===== config.mk =====
export PLATFORM = sky130hd
export DESIGN_NAME = rx_desc_ring_dma
export DESIGN_NICKNAME = d
export VERILOG_FILES = /design/src/rtl/rxd_pkg.sv /design/src/rtl/rxd_packer.sv /design/src/rtl/rxd_poll_timer.sv /design/src/rtl/rxd_engine.sv /design/src/rtl/rx_desc_ring_dma.sv
export SDC_FILE = /design/constraint.sdc
export NUM_CORES = 1
export LEC_CHECK = 0
export BUFFER_PORTS_ARGS = -buffer_cell sky130_fd_sc_hd__buf_2
export CORE_ASPECT_RATIO = 0.6
export CORE_MARGIN = 3
export CORE_UTILIZATION = 40
export DETAILED_ROUTE_END_ITERATION = 6
export HOLD_SLACK_MARGIN = 0.02
export SLEW_MARGIN = 20
export SYNTH_ARGS = -nofsm -noshare
export SYNTH_HDL_FRONTEND = slang
export SYNTH_HIERARCHICAL = 1
export SYNTH_SLANG_ARGS = --single-unit
export TNS_END_PERCENT = 30

===== constraint.sdc =====
create_clock -name clk -period 3 [get_ports clk]
set_input_delay 0.3 -clock clk [delete_from_list [all_inputs] [get_ports clk]]
set_output_delay 0.3 -clock clk [all_outputs]
set_load 0.02 [all_outputs]

===== src/rtl/rxd_pkg.sv =====
package rxd_pkg;

  localparam int WORD_BYTES = 4;
  localparam int OWN_BIT    = 31;
  localparam int LEN_LSB    = 16;
  localparam int STAT_LEN_W = 14;
  localparam int RUNT_BIT   = 1;
  localparam int TRUNC_BIT  = 0;

  typedef enum logic [2:0] {
    S_IDLE,
    S_RD_REQ,
    S_RD_WAIT,
    S_POLL,
    S_ARM,
    S_STREAM,
    S_FLUSH,
    S_WB
  } rxd_state_e;

endpackage


===== src/rtl/rxd_packer.sv =====
module rxd_packer #(
  parameter int BYTES = 4
) (
  input  logic               clk,
  input  logic               rst_n,
  input  logic               clr,
  input  logic               push,
  input  logic [7:0]         din,
  output logic [8*BYTES-1:0] word,
  output logic [BYTES-1:0]   be,
  output logic               full
);

  localparam int CW = $clog2(BYTES + 1);

  logic [CW-1:0]      cnt_q, cnt_d;
  logic [8*BYTES-1:0] word_q, word_d;

  always_comb begin
    cnt_d  = cnt_q;
    word_d = word_q;
    if (clr) begin
      cnt_d = '0;
    end else if (push) begin
      cnt_d = cnt_q + CW'(1);
      for (int i = 0; i < BYTES; i++) begin
        if (cnt_q == CW'(i)) word_d[8*i +: 8] = din;
      end
    end
  end

  always_ff @(posedge clk or negedge rst_n) begin
    if (!rst_n) begin
      cnt_q  <= '0;
      word_q <= '0;
    end else begin
      if (clr || push) cnt_q <= cnt_d;
      if (push)        word_q <= word_d;
    end
  end

  generate
    for (genvar g = 0; g < BYTES; g++) begin : g_lane
      assign be[g] = (cnt_q > CW'(g));
    end
  endgenerate

  assign word = word_q;
  assign full = (cnt_q == CW'(BYTES));

  p_pack_excl_r5: assert property (@(posedge clk) disable iff (!rst_n)
    !(clr && push));
  p_pack_bound_r5: assert property (@(posedge clk) disable iff (!rst_n)
    full |-> !push);

endmodule


===== src/rtl/rxd_poll_timer.sv =====
module rxd_poll_timer #(
  parameter int GAP = 8
) (
  input  logic clk,
  input  logic rst_n,
  input  logic start,
  output logic done
);

  localparam int TW = $clog2(GAP + 1);

  logic [TW-1:0] cnt_q, cnt_d;
  logic          cnt_en;

  always_comb begin
    cnt_en = start || (cnt_q != '0);
    cnt_d  = start ? TW'(GAP) : (cnt_q - TW'(1));
  end

  always_ff @(posedge clk or negedge rst_n) begin
    if (!rst_n)      cnt_q <= '0;
    else if (cnt_en) cnt_q <= cnt_d;
  end

  assign done = (cnt_q == TW'(1));

endmodule


===== src/rtl/rxd_engine.sv =====
module rxd_engine
  import rxd_pkg::*;
#(
  parameter int AW        = 32,
  parameter int MIN_FRAME = 64
) (
  input  logic          clk,
  input  logic          rst_n,
  input  logic          cfg_run,
  input  logic          cfg_store_fwd,
  input  logic [AW-1:0] cfg_ring_base,
  input  logic          fifo_valid,
  input  logic          fifo_last,
  input  logic          fifo_frame_ready,
  output logic          fifo_ready,
  output logic          mem_req,
  output logic          mem_we,
  output logic [AW-1:0] mem_addr,
  output logic [3:0]    mem_be,
  output logic [31:0]   mem_wdata,
  input  logic          mem_gnt,
  input  logic          mem_rvalid,
  input  logic [31:0]   mem_rdata,
  output logic          pk_push,
  output logic          pk_clr,
  input  logic [31:0]   pk_word,
  input  logic [3:0]    pk_be,
  input  logic          pk_full,
  output logic          poll_start,
  input  logic          poll_done
);

  localparam int SEEN_W = $clog2(MIN_FRAME + 1);
  localparam logic [SEEN_W-1:0] SEEN_MAX = SEEN_W'(MIN_FRAME);

  rxd_state_e            st_q, st_d;
  logic [AW-1:0]         desc_q, desc_d;
  logic [AW-1:0]         buf_q, buf_d;
  logic [AW-1:0]         next_q, next_d;
  logic [1:0]            idx_q, idx_d;
  logic [STAT_LEN_W-1:0] cap_q, cap_d;
  logic [STAT_LEN_W-1:0] stored_q, stored_d;
  logic [SEEN_W-1:0]     seen_q, seen_d;
  logic                  trunc_q, trunc_d;
  logic                  sf_q, sf_d;

  logic                  take, keep, pk_any, runt;
  logic [31:0]           wb_word;

  assign pk_any = |pk_be;
  assign runt   = (seen_q < SEEN_MAX);

  always_comb begin
    wb_word = '0;
    wb_word[LEN_LSB +: STAT_LEN_W] = stored_q;
    wb_word[RUNT_BIT]  = runt;
    wb_word[TRUNC_BIT] = trunc_q;
  end

  // memory port and FIFO handshake
  always_comb begin
    fifo_ready = (st_q == S_STREAM) && !pk_full;
    take       = fifo_ready && fifo_valid;
    keep       = take && (stored_q < cap_q);
    pk_push    = keep;

    mem_req = 1'b0;
    case (st_q)
      S_RD_REQ: mem_req = 1'b1;
      S_WB:     mem_req = 1'b1;
      S_STREAM: mem_req = pk_full;
      S_FLUSH:  mem_req = pk_any;
      default:  mem_req = 1'b0;
    endcase

    mem_we    = (st_q != S_RD_REQ);
    mem_addr  = buf_q;
    mem_wdata = pk_word;
    mem_be    = pk_be;
    if (st_q == S_RD_REQ) begin
      mem_addr = desc_q + {{(AW-4){1'b0}}, idx_q, 2'b00};
      mem_be   = 4'hf;
    end else if (st_q == S_WB) begin
      mem_addr  = desc_q;
      mem_wdata = wb_word;
      mem_be    = 4'hf;
    end

    pk_clr = ((st_q == S_STREAM) || (st_q == S_FLUSH)) && mem_req && mem_gnt;
  end

  // next state
  always_comb begin
    st_d       = st_q;
    desc_d     = desc_q;
    buf_d      = buf_q;
    next_d     = next_q;
    idx_d      = idx_q;
    cap_d      = cap_q;
    stored_d   = stored_q;
    seen_d     = seen_q;
    trunc_d    = trunc_q;
    sf_d       = sf_q;
    poll_start = 1'b0;

    case (st_q)
      S_IDLE: begin
        if (cfg_run) begin
          desc_d = cfg_ring_base;
          idx_d  = 2'd0;
          st_d   = S_RD_REQ;
        end
      end
      S_RD_REQ: begin
        if (mem_gnt) st_d = S_RD_WAIT;
      end
      S_RD_WAIT: begin
        if (mem_rvalid) begin
          case (idx_q)
            2'd0: begin
              if (!mem_rdata[OWN_BIT]) begin
                poll_start = 1'b1;
                st_d       = S_POLL;
              end else begin
                idx_d = 2'd1;
                st_d  = S_RD_REQ;
              end
            end
            2'd1: begin
              cap_d = mem_rdata[STAT_LEN_W-1:0];
              idx_d = 2'd2;
              st_d  = S_RD_REQ;
            end
            2'd2: begin
              buf_d = {mem_rdata[AW-1:2], 2'b00};
              idx_d = 2'd3;
              st_d  = S_RD_REQ;
            end
            default: begin
              next_d   = mem_rdata[AW-1:0];
              stored_d = '0;
              seen_d   = '0;
              trunc_d  = 1'b0;
              sf_d     = cfg_store_fwd;
              st_d     = S_ARM;
            end
          endcase
        end
      end
      S_POLL: begin
        if (!cfg_run) begin
          st_d = S_IDLE;
        end else if (poll_done) begin
          idx_d = 2'd0;
          st_d  = S_RD_REQ;
        end
      end
      S_ARM: begin
        if (sf_q ? fifo_frame_ready : fifo_valid) st_d = S_STREAM;
      end
      S_STREAM: begin
        if (take) begin
          if (seen_q != SEEN_MAX) seen_d = seen_q + SEEN_W'(1);
          if (keep) stored_d = stored_q + STAT_LEN_W'(1);
          else      trunc_d  = 1'b1;
          if (fifo_last) st_d = S_FLUSH;
        end
        if (mem_req && mem_gnt) buf_d = buf_q + AW'(WORD_BYTES);
      end
      S_FLUSH: begin
        if (!pk_any) begin
          st_d = S_WB;
        end else if (mem_gnt) begin
          buf_d = buf_q + AW'(WORD_BYTES);
          st_d  = S_WB;
        end
      end
      S_WB: begin
        if (mem_gnt) begin
          desc_d = next_q;
          idx_d  = 2'd0;
          st_d   = cfg_run ? S_RD_REQ : S_IDLE;
        end
      end
      default: st_d = S_IDLE;
    endcase
  end

  always_ff @(posedge clk or negedge rst_n) begin
    if (!rst_n) begin
      st_q     <= S_IDLE;
      desc_q   <= '0;
      buf_q    <= '0;
      next_q   <= '0;
      idx_q    <= '0;
      cap_q    <= '0;
      stored_q <= '0;
      seen_q   <= '0;
      trunc_q  <= 1'b0;
      sf_q     <= 1'b0;
    end else begin
      st_q     <= st_d;
      desc_q   <= desc_d;
      buf_q    <= buf_d;
      next_q   <= next_d;
      idx_q    <= idx_d;
      cap_q    <= cap_d;
      stored_q <= stored_d;
      seen_q   <= seen_d;
      trunc_q  <= trunc_d;
      sf_q     <= sf_d;
    end
  end

  p_req_hold_r12: assert property (@(posedge clk) disable iff (!rst_n)
    (mem_req && !mem_gnt) |=> (mem_req && $stable(mem_addr) && $stable(mem_we)
                               && $stable(mem_wdata) && $stable(mem_be)));

  p_cap_bound_r6: assert property (@(posedge clk) disable iff (!rst_n)
    (st_q == S_STREAM) |-> (stored_q <= cap_q));

  p_sf_gate_r9: assert property (@(posedge clk) disable iff (!rst_n)
    (fifo_ready && fifo_valid && sf_q) |-> fifo_frame_ready);

  p_poll_r3: assert property (@(posedge clk) disable iff (!rst_n)
    (st_q == S_RD_WAIT && mem_rvalid && idx_q == 2'd0 && !mem_rdata[OWN_BIT])
      |=> (!mem_req && !fifo_ready));

  p_be_r5: assert property (@(posedge clk) disable iff (!rst_n)
    (mem_req && mem_we) |-> (mem_be != 4'h0));

endmodule


===== src/rtl/rx_desc_ring_dma.sv =====
module rx_desc_ring_dma #(
  parameter int AW        = 32,
  parameter int MIN_FRAME = 64,
  parameter int POLL_GAP  = 8
) (
  input  logic          clk,
  input  logic          rst_n,
  input  logic          cfg_run,
  input  logic          cfg_store_fwd,
  input  logic [AW-1:0] cfg_ring_base,
  input  logic          fifo_valid,
  input  logic [7:0]    fifo_data,
  input  logic          fifo_last,
  input  logic          fifo_frame_ready,
  output logic          fifo_ready,
  output logic          mem_req,
  output logic          mem_we,
  output logic [AW-1:0] mem_addr,
  output logic [3:0]    mem_be,
  output logic [31:0]   mem_wdata,
  input  logic          mem_gnt,
  input  logic          mem_rvalid,
  input  logic [31:0]   mem_rdata
);

  logic        pk_push, pk_clr, pk_full;
  logic [31:0] pk_word;
  logic [3:0]  pk_be;
  logic        poll_start, poll_done;

  rxd_packer #(.BYTES(rxd_pkg::WORD_BYTES)) u_packer (
    .clk  (clk),
    .rst_n(rst_n),
    .clr  (pk_clr),
    .push (pk_push),
    .din  (fifo_data),
    .word (pk_word),
    .be   (pk_be),
    .full (pk_full)
  );

  rxd_poll_timer #(.GAP(POLL_GAP)) u_poll (
    .clk  (clk),
    .rst_n(rst_n),
    .start(poll_start),
    .done (poll_done)
  );

  rxd_engine #(.AW(AW), .MIN_FRAME(MIN_FRAME)) u_engine (
    .clk             (clk),
    .rst_n           (rst_n),
    .cfg_run         (cfg_run),
    .cfg_store_fwd   (cfg_store_fwd),
    .cfg_ring_base   (cfg_ring_base),
    .fifo_valid      (fifo_valid),
    .fifo_last       (fifo_last),
    .fifo_frame_ready(fifo_frame_ready),
    .fifo_ready      (fifo_ready),
    .mem_req         (mem_req),
    .mem_we          (mem_we),
    .mem_addr        (mem_addr),
    .mem_be          (mem_be),
    .mem_wdata       (mem_wdata),
    .mem_gnt         (mem_gnt),
    .mem_rvalid      (mem_rvalid),
    .mem_rdata       (mem_rdata),
    .pk_push         (pk_push),
    .pk_clr          (pk_clr),
    .pk_word         (pk_word),
    .pk_be           (pk_be),
    .pk_full         (pk_full),
    .poll_start      (poll_start),
    .poll_done       (poll_done)
  );

endmodule


==> results_dict.tcl, run 1 <==
set metrics [dict create \
    outcome "complete, but fails checks" \
    violations "negative setup slack" \
    netlist.area_leader.share 0.406 \
    yosys_warnings 6 \
    drc 0 \
    ant_nets 0 \
    cts_sinks 175 \
    comb_power_share 0.439 \
    syn_nets 1328 \
    synthTopCellsByCount "nand2_1 (222), dfrtp_1 (175), o21ai_0 (109), a21oi_1 (86), nor2_1 (65)" \
    fp-row-count 45 \
    synthCells 1215 \
    grt.busiest_layer "met1" \
    synthFlopType "dfrtp_1" \
    post-synth-top-count-cell "nand2_1" \
    synth.distinct_cells 83 \
    worstMarginPinSlew_ns 0.684 \
    clockBufferDepth 2 \
    rsz0062_at_grt "yes" \
    cp_max_fo 5 \
    drive_gt1_frac 0.240 \
    vias 9711 \
    total_power_mw 10.8 \
    grtUsageMet2 0.301 \
    whs_ns 0.0498 \
    finalCriticalPeriod_ns 3.01 \
    critPathMaxStageDelay_ns 0.45 \
    instances_no_fill 1730 \
    swShare 0.441 \
    grt_max_degree 75 \
    critPathKind "flop to output port" \
    die_h_um 133 \
    io_pins 152 \
    seq_area_frac_synth 0.406 \
    clkPwrFrac 0.207 \
    async_flop_share 1.00 \
    timing.rr.end "u_packer/word[2]" \
    maxSlewViolCount 0 \
    cp-start-kind "flop" \
    grt_pass1_wl_um 52200 \
    hold_viol_final 0 \
    track_usage 0.233 \
    cts_buffers 17 \
    clockRootBuffer "clkbuf_16" \
    clock_latency_ns 0.46 \
    num_antenna_cells 0 \
    worst-r2r-setup-slack_ns 0.23 \
    p_switching_mw 4.77 \
    holdPathStages 3 \
    synth_seq_cells 175 \
    place_ws_ns 0.154 \
    dr.pass1.iters 5 \
    leakage_nw 6.25 \
    fin_util 0.495 \
    setup_ws_ns -0.00807 \
    hold_start "mem_rdata[14]" \
    reg2regPathDepth 11 \
    worstReg2RegStart "u_packer/cnt_q[0]" \
    worst_hold_path.endpoint "u_engine/next_q[14]" \
    max_cap_violations 0 \
    endpoint_kind "output port" \
    path_cells "ha_4, fa_2, nand4_1, nor3_2, and2_4, buf_4, and4_1, xnor2_1, a21oi_1, buf_4" \
    slew_headroom 0.543 \
    drt-initial-drc-count 1216 \
    syn-mean-instance-area_um2 8.87 \
    hold_path_class "input pin to flop" \
    finalSetupViolCount 2 \
    synth_area_um2 10800 \
    synth_area_leader_cell "dfrtp_1" \
    portBuffers 151 \
    antenna_found_initial 0 \
    die_area_um2 29000 \
    coreArea_um2 25900 \
    grt.overflow.total 0 \
    via_per_inst 5.61 \
    placed_area_um2 12000 \
    clk_pin_slew_ns 0.08 \
    vdd_drop_max_uv 462 \
    met3_usage 0.0552 \
    period_share 1.00 \
    cts_max_level 4 \
    fin_area_um2 12800 \
    fmax_mhz 332 \
    synth-edff-count 0 \
    cp_common_cell "buf_4" \
    power_frac_seq 0.354 \
    place_inst 1685 \
    arrival_ns 2.71 \
    initial_core_util 0.416 \
    grt_pass1_vias 8961 \
    gr-usage-met1 0.380 \
    hpwl_um 24300 \
    cts_tree "done" \
    chipWidth_um 218 \
    timing.critical_path.required_ns 2.70 \
    gp_congestion 0.901 \
    synthTopCellsByArea "dfrtp_1 (41%), nand2_1 (7.7%), o21ai_0 (5.1%)" \
    setup_tns_ns -0.0144 \
    fin_nets 1478 \
    totalWireLength_um 33300 \
    fin_worst_skew_ns 0.0144 \
    synthToLayoutAreaGrowth_pct 19.0 \
    power.internal_mw 6.05 \
    slowest_stage "dfrtp_2" \
    post_drt_wl_per_cell_um 19.3 \
    powerDensity_nw_per_um2 844 \
]
-- power by group through the flow --
stage | clock (mW) | sequential (mW) | combinational, mW
floorplan | 0 | 3.57 | 3.22
global placement | 0 | 3.82 | 4.47
detailed placement | 0 | 3.83 | 4.56
CTS | 2.29 | 3.79 | 4.60
global route | 2.39 | 3.93 | 5.25
finish | 2.24 | 3.83 | 4.75
-- cell usage in the layout (no fill, tap or decap), types with 12 or more instances in the layout --
cell / instances
buf_4: 57
nor2_1: 63
mux2i_1: 38
o22ai_1: 23
dfrtp_1: 171
clkbuf_16: 17
mux2_4: 32
buf_2: 145
ha_1: 30
mux2_2: 16
a21oi_1: 83
nand2_1: 221
nor3_1: 12
o21ai_0: 108
nand4_1: 19
inv_1: 52
xor2_1: 13
nand3_1: 25
and2_1: 22
-- kinds of logic (layout without fill, tap and decap cells) --
logic type | Yosys count | in the layout | share of synthesized area
xor gates and xnor gates | 24 | 24 | 0.0195
and+or+nand+nor | 441 | 441 | 0.196
buffers and inverters | 133 | 296 | 0.0561
adders and majority gates | 32 | 32 | 0.0379
AOI/OAI and AO/OA | 324 | 324 | 0.188
muxes | 86 | 86 | 0.0966
DFF | 175 | 175 | 0.406
-- area by class of cell --
| class | instances | area [um^2] |
|---|---|---|
| multi-input combinational | 907 | 5890 |
| inverter | 52 | 195 |
| sequential | 175 | 4380 |
| clock buffer | 17 | 425 |
| tap | 352 | 440 |
| fill | 2517 | 13100 |
| clock inverter | 15 | 161 |
| timing repair buffer | 212 | 1320 |
-- worst max-delay path by stage --
stage	from	end	slack, ns
2_1_floorplan	u_packer/cnt_q[0]	u_packer/word[16]	0.15
5_1_grt	u_engine/desc_q[2]	mem_addr[30]	-0.14
4_1_cts	u_engine/idx_q[1]	mem_addr[23]	-0.08
6_report	u_engine/idx_q[0]	mem_addr[26]	-0.008
3_5_place_dp	u_engine/idx_q[0]	mem_addr[30]	0.15
3_3_place_gp	u_engine/idx_q[0]	mem_addr[30]	0.25
-- state kept, by name, indices dropped and copies added, names as in the netlist --
register	cells
u_engine/seen_q	7
u_engine/trunc_q	1
u_engine/desc_q	32
u_packer/word	32
u_engine/buf_q	30
u_packer/cnt_q	3
u_engine/idx_q	2
u_engine/st_q	3
u_engine/stored_q	14
u_engine/next_q	32
u_poll/cnt_q	4
u_engine/cap_q	14
u_engine/sf_q	1
-- worst max-delay path, delay by kind of cell, from the launching register on --
kind | cells | cell delay, ns
AOI/OAI and AO/OA | 1 | 0.17
DFF | 1 | 0.45
buffers and inverters | 2 | 0.30
and+or+nand+nor | 4 | 0.60
adders and majority gates | 2 | 0.60
xor gates and xnor gates | 1 | 0.12
-- per-layer routing --
metal  part of all wire  vias to the layer above
met4              0.013                        0
met1               0.52                     4684
li1                   -                     4600
met3              0.079                       32
met5                  0                        -
met2               0.39                      395
-- what timing repair did --
action / 4_1_cts / 5_1_grt
hold buffers: 2 / 0
endpoints found under the setup margin: 15 / 22
pin swaps: 2 / 5
buffers inserted: 1 / 9
endpoints found under the hold margin: 53 / 0
resized for setup: 10 / 19
Power figures use the tool's default switching activity.
==> run 2: changes to the inputs <==
Settings changed: SKIP_LAST_GASP set to 1.
==> run 2 against run 1 <==
Effect of this change:
- maximum frequency decreased by 1.0%
- design area about the same
- sequential share of layout area about the same
- critical endpoint unchanged
- register-to-register slack about the same
- combinational power about the same
- wire length up 0.14%
- the flow still finishes with violations (negative setup slack)
- worst setup slack got worse by 0.031 ns
- core utilization barely moved
- global-route usage is the same
==> results_dict.tcl, run 2 (same netlist as run 1, synthesis figures left out) <==
set metrics [dict create \
    outcome "complete, but fails checks" \
    violations "negative setup slack" \
    totalWireLength_um 33400 \
    worst-r2r-setup-slack_ns 0.23 \
    die_h_um 133 \
    place_ws_ns 0.154 \
    fin_nets 1478 \
    fmax_mhz 329 \
    holdPathStages 3 \
    cp-startpoint "u_engine/idx_q[0]" \
    grt_pass1_wl_um 52200 \
    clock_latency_ns 0.46 \
    worstMarginPinSlew_ns 0.673 \
    max_cap_violations 0 \
    vias 9681 \
    clockBufferDepth 2 \
    gp_congestion 0.901 \
    drive_gt1_frac 0.239 \
    timing.critical_path.required_ns 2.70 \
    powerDensity_nw_per_um2 844 \
    via_per_inst 5.60 \
    endpoint_kind "output port" \
    setup_ws_ns -0.0387 \
    leakage_nw 6.25 \
    cts_max_level 4 \
    hold_start "mem_rdata[14]" \
    vdd_drop_max_uv 461 \
    hold_path_class "input pin to flop" \
    num_antenna_cells 0 \
    worstReg2RegStart "u_packer/cnt_q[0]" \
    grt_pass1_vias 8961 \
    hold_viol_final 0 \
    ant_nets 0 \
    die_area_um2 29000 \
    chipWidth_um 218 \
    drt-initial-drc-count 1170 \
    instances_no_fill 1730 \
    drc 0 \
    coreArea_um2 25900 \
    initial_core_util 0.416 \
    cp-start-kind "flop" \
    cts_buffers 17 \
    cp_max_fo 5 \
    maxSlewViolCount 0 \
    period_share 1.01 \
    setup_tns_ns -0.0663 \
    arrival_ns 2.74 \
    fill_cells 2518 \
    layout_common_cells "nand2_1 (221), dfrtp_1 (171), buf_2 (146)" \
    post_drt_wl_per_cell_um 19.3 \
    hpwl_um 24300 \
    grt_max_degree 75 \
    clockRootBuffer "clkbuf_16" \
    track_usage 0.233 \
    reg2regPathDepth 11 \
    finalCriticalPeriod_ns 3.04 \
    cts_sinks 175 \
    fin_worst_skew_ns 0.0118 \
    portBuffers 151 \
    final_common_cell "nand2_1" \
    synthToLayoutAreaGrowth_pct 18.9 \
    fp-row-count 45 \
    slew_headroom 0.550 \
    finalSetupViolCount 3 \
    dr.pass1.iters 5 \
    critPathKind "flop to output port" \
    cts_tree "done" \
    rsz0062_at_grt "yes" \
    clk_pin_slew_ns 0.08 \
    antenna_found_initial 0 \
    grt.overflow.total 0 \
    io_pins 152 \
    place_inst 1685 \
]
[run 2: worst max-delay path: stages (launching register included)]
cell	delay, ns
dfrtp_2	0.45
ha_4	0.18
fa_2	0.42
nand4_1	0.16
nor3_2	0.09
and2_4	0.17
buf_4	0.13
and4_1	0.19
xnor2_1	0.12
a21oi_1	0.18
buf_4	0.18
[run 2: what timing repair did]
action,CTS,global route
buffers inserted,1,9
pin swaps,1,7
hold buffers,2,0
gates resized for setup,6,19
setup endpoints to repair,15,24
hold endpoints to repair,53,0
[run 2: path summary, 6_finish.rpt]
check | endpoint
setup / recovery | mem_addr[26]
hold / removal | u_engine/next_q[14]
setup reg to reg | u_packer/word[2]
hold reg to reg | u_engine/next_q[10]
max in group asynchronous | u_engine/buf_q[3]
min in group asynchronous | u_engine/next_q[22]
[run 2: stage by stage]
stage / hold WS [ns] / total power [mW] / cell area, um^2 / utilization
6_report: 0.0509 / 10.8 / 12800 / 0.495
5_1_grt: 0.0464 / 11.6 / 12800 / 0.495
4_1_cts: 0.0239 / 10.7 / 12700 / 0.489
3_5_place_dp: 0.293 / 8.39 / 12000 / 0.464
3_3_place_gp: 0.293 / 8.29 / 12000 / 0.464
2_1_floorplan: 0.00441 / 6.79 / 10800 / -
[run 2: final cells by class]
cell class              instances  area (um^2)  share of cell area
flip-flops and latches        175         4380               0.342
inverters                      52          195              0.0152
clock buffers                  17          425              0.0332
well taps                     352          440              0.0344
clock inverters                15          161              0.0126
multi-input cells             907         5890               0.460
repair buffers                212         1320               0.103
[run 2: power breakdown]
part	internal, mW	total [mW]	switching (mW)
combinational	1.87	4.75	2.88
clock	1.12	2.24	1.13
sequential	3.06	3.83	0.769
[run 2: layer usage]
| layer | vias up | track usage | wire length, um |
|---|---|---|---|
| li1 | 4611 | - | - |
| met1 | 4665 | 0.380 | 17300 |
| met4 | 0 | 0.0528 | 442 |
| met2 | 374 | 0.301 | 12900 |
| met5 | - | 0 | 0 |
| met3 | 31 | 0.0552 | 2790 |
==> run 3: changes to the inputs <==
Settings changed: PLACE_DENSITY_LB_ADDON set to 0.12.
==> run 3 against run 2 <==
Effect of this change:
- the flow now finishes without violations
- core utilization up 0.18 points
- global-route usage down 0.14 points
- final cell count is the same
- first-iteration DRC count shrank 12%
- sequential share of layout area shrank 0.12 points
- via count fell by 0.53%
- sequential power barely moved
- maximum frequency grew 2.6%
- largest cell class unchanged
==> results_dict.tcl, run 3 (same netlist as run 1, synthesis figures left out) <==
set metrics [dict create \
    fin_area_um2 12900 \
    grt_pass1_wl_um 51800 \
    hold_viol_final 0 \
    io_pins 152 \
    post_drt_wl_per_cell_um 19.5 \
    antenna_found_initial 0 \
    hpwl_um 24200 \
    arrival_ns 2.66 \
    drive_gt1_frac 0.240 \
    timing.critical_path.required_ns 2.70 \
    cts_buffers 17 \
    clk_pin_slew_ns 0.07 \
    placed_area_um2 12000 \
    cp-start-kind "flop" \
    hold_path_class "input pin to flop" \
    max_cap_violations 0 \
    critPathKind "flop to output port" \
    clock_latency_ns 0.45 \
    fill_cells 2490 \
    drt-initial-drc-count 1030 \
    fin_nets 1477 \
    die_h_um 133 \
    clockRootBuffer "clkbuf_16" \
    drc 0 \
    finalSetupViolCount 0 \
    cts_max_level 4 \
    powerDensity_nw_per_um2 855 \
    setup_tns_ns 0 \
    instances_no_fill 1730 \
    vdd_drop_max_uv 373 \
    worstMarginPinSlew_ns 0.705 \
    synthToLayoutAreaGrowth_pct 19.4 \
    fp-row-count 45 \
    cts_sinks 175 \
    endpoint_kind "output port" \
    clockBufferDepth 2 \
    initial_core_util 0.416 \
    leakage_nw 6.29 \
    final_common_cell "nand2_1" \
    fmax_mhz 338 \
    total_power_mw 11.0 \
    grt_max_degree 72 \
    grt.overflow.total 0 \
    worstReg2RegStart "u_packer/cnt_q[0]" \
    slew_headroom 0.530 \
    cp-startpoint "u_engine/desc_q[2]" \
    cp_max_fo 6 \
    track_usage 0.231 \
    maxSlewViolCount 0 \
    totalWireLength_um 33800 \
    coreArea_um2 25900 \
    portBuffers 151 \
    fin_util 0.497 \
    finalCriticalPeriod_ns 2.96 \
    place_inst 1688 \
    outcome "finished clean" \
    hold_start "cfg_store_fwd" \
    ant_nets 0 \
    period_share 0.987 \
    die_area_um2 29000 \
    vias 9630 \
    dr.pass1.iters 5 \
    gp_congestion 0.909 \
    via_per_inst 5.57 \
    layout_common_cells "nand2_1 (221), dfrtp_1 (170), buf_2 (145)" \
    fin_worst_skew_ns 0.0122 \
    chipWidth_um 218 \
    rsz0062_at_grt "yes" \
    grt_pass1_vias 8760 \
    cts_tree "done" \
]
==> run 3: changes by cell type in the layout (fill, tap and decap cells not counted), sizes merged <==
cell         previous run  this run
clkinvlp                2         1
inv                    61        53
bufinv                  0         4
dlygate4sd3             2         1
diode                   0         1
clkbuf                 17        18
clkinv                  4         8
==> run 3: where the power goes <==
part	switching, mW	total (mW)	internal (mW)
Combinational	2.91	4.79	1.88
Clock	1.01	2.40	1.40
Sequential	0.747	3.81	3.06
==> run 3: worst paths after layout <==
kind                                             to  slack, ns  depth (start not counted)
worst min-delay path                  u_engine/sf_q       0.04                          3
worst min register to register   u_engine/next_q[4]       0.47                          2
worst max register to register    u_packer/word[19]       0.17                         11
max in group asynchronous        u_engine/desc_q[9]       1.68                          3
worst max-delay path                   mem_addr[30]       0.04                          9
min in group asynchronous       u_engine/next_q[22]       0.45                          2
==> run 3: final cells by class <==
class                           instances  area (um^2)  area share
Sequential cell                       175         4390       0.341
Clock buffer                           18          429      0.0334
Tap cell                              352          440      0.0342
Timing Repair Buffer                  211         1310       0.102
Clock inverter                         14          191      0.0149
Inverter                               52          195      0.0152
Antenna cell                            1         2.50    0.000195
Multi-Input combinational cell        907         5910       0.460
==> run 3: critical path, stage by stage (launching register included) <==
cell	delay, ns
dfrtp_1	0.38
ha_2	0.22
fa_2	0.23
nand4_1	0.19
nor3_4	0.30
and2_4	0.21
nand4_1	0.12
mux2i_1	0.16
a211oi_2	0.20
buf_4	0.19
==> run 3: routing by layer <==
metal | track usage | part of all wire | wire length (um)
met4 | 0.0543 | 0.012 | 412
met5 | 0 | 0 | 0
met3 | 0.0424 | 0.068 | 2300
met2 | 0.296 | 0.39 | 13100
met1 | 0.387 | 0.53 | 18000
==> run 3: repair_timing <==
action / CTS / global route
pin swaps: 1 / 8
buffers inserted: 0 / 7
gates resized for setup: 5 / 25
setup endpoints to repair: 12 / 33
gates cloned: 0 / 0
hold buffers: 1 / 0
hold endpoints to repair: 68 / 0
==> run 3: per-stage QoR <==
step                      hold WS [ns]  worst slack, ns
final                           0.0435           0.0392
after global routing            0.0320           -0.110
after global placement           0.381            0.232
after CTS                       0.0201           -0.131
after detailed placement         0.386            0.165
after floorplan                0.00441            0.148
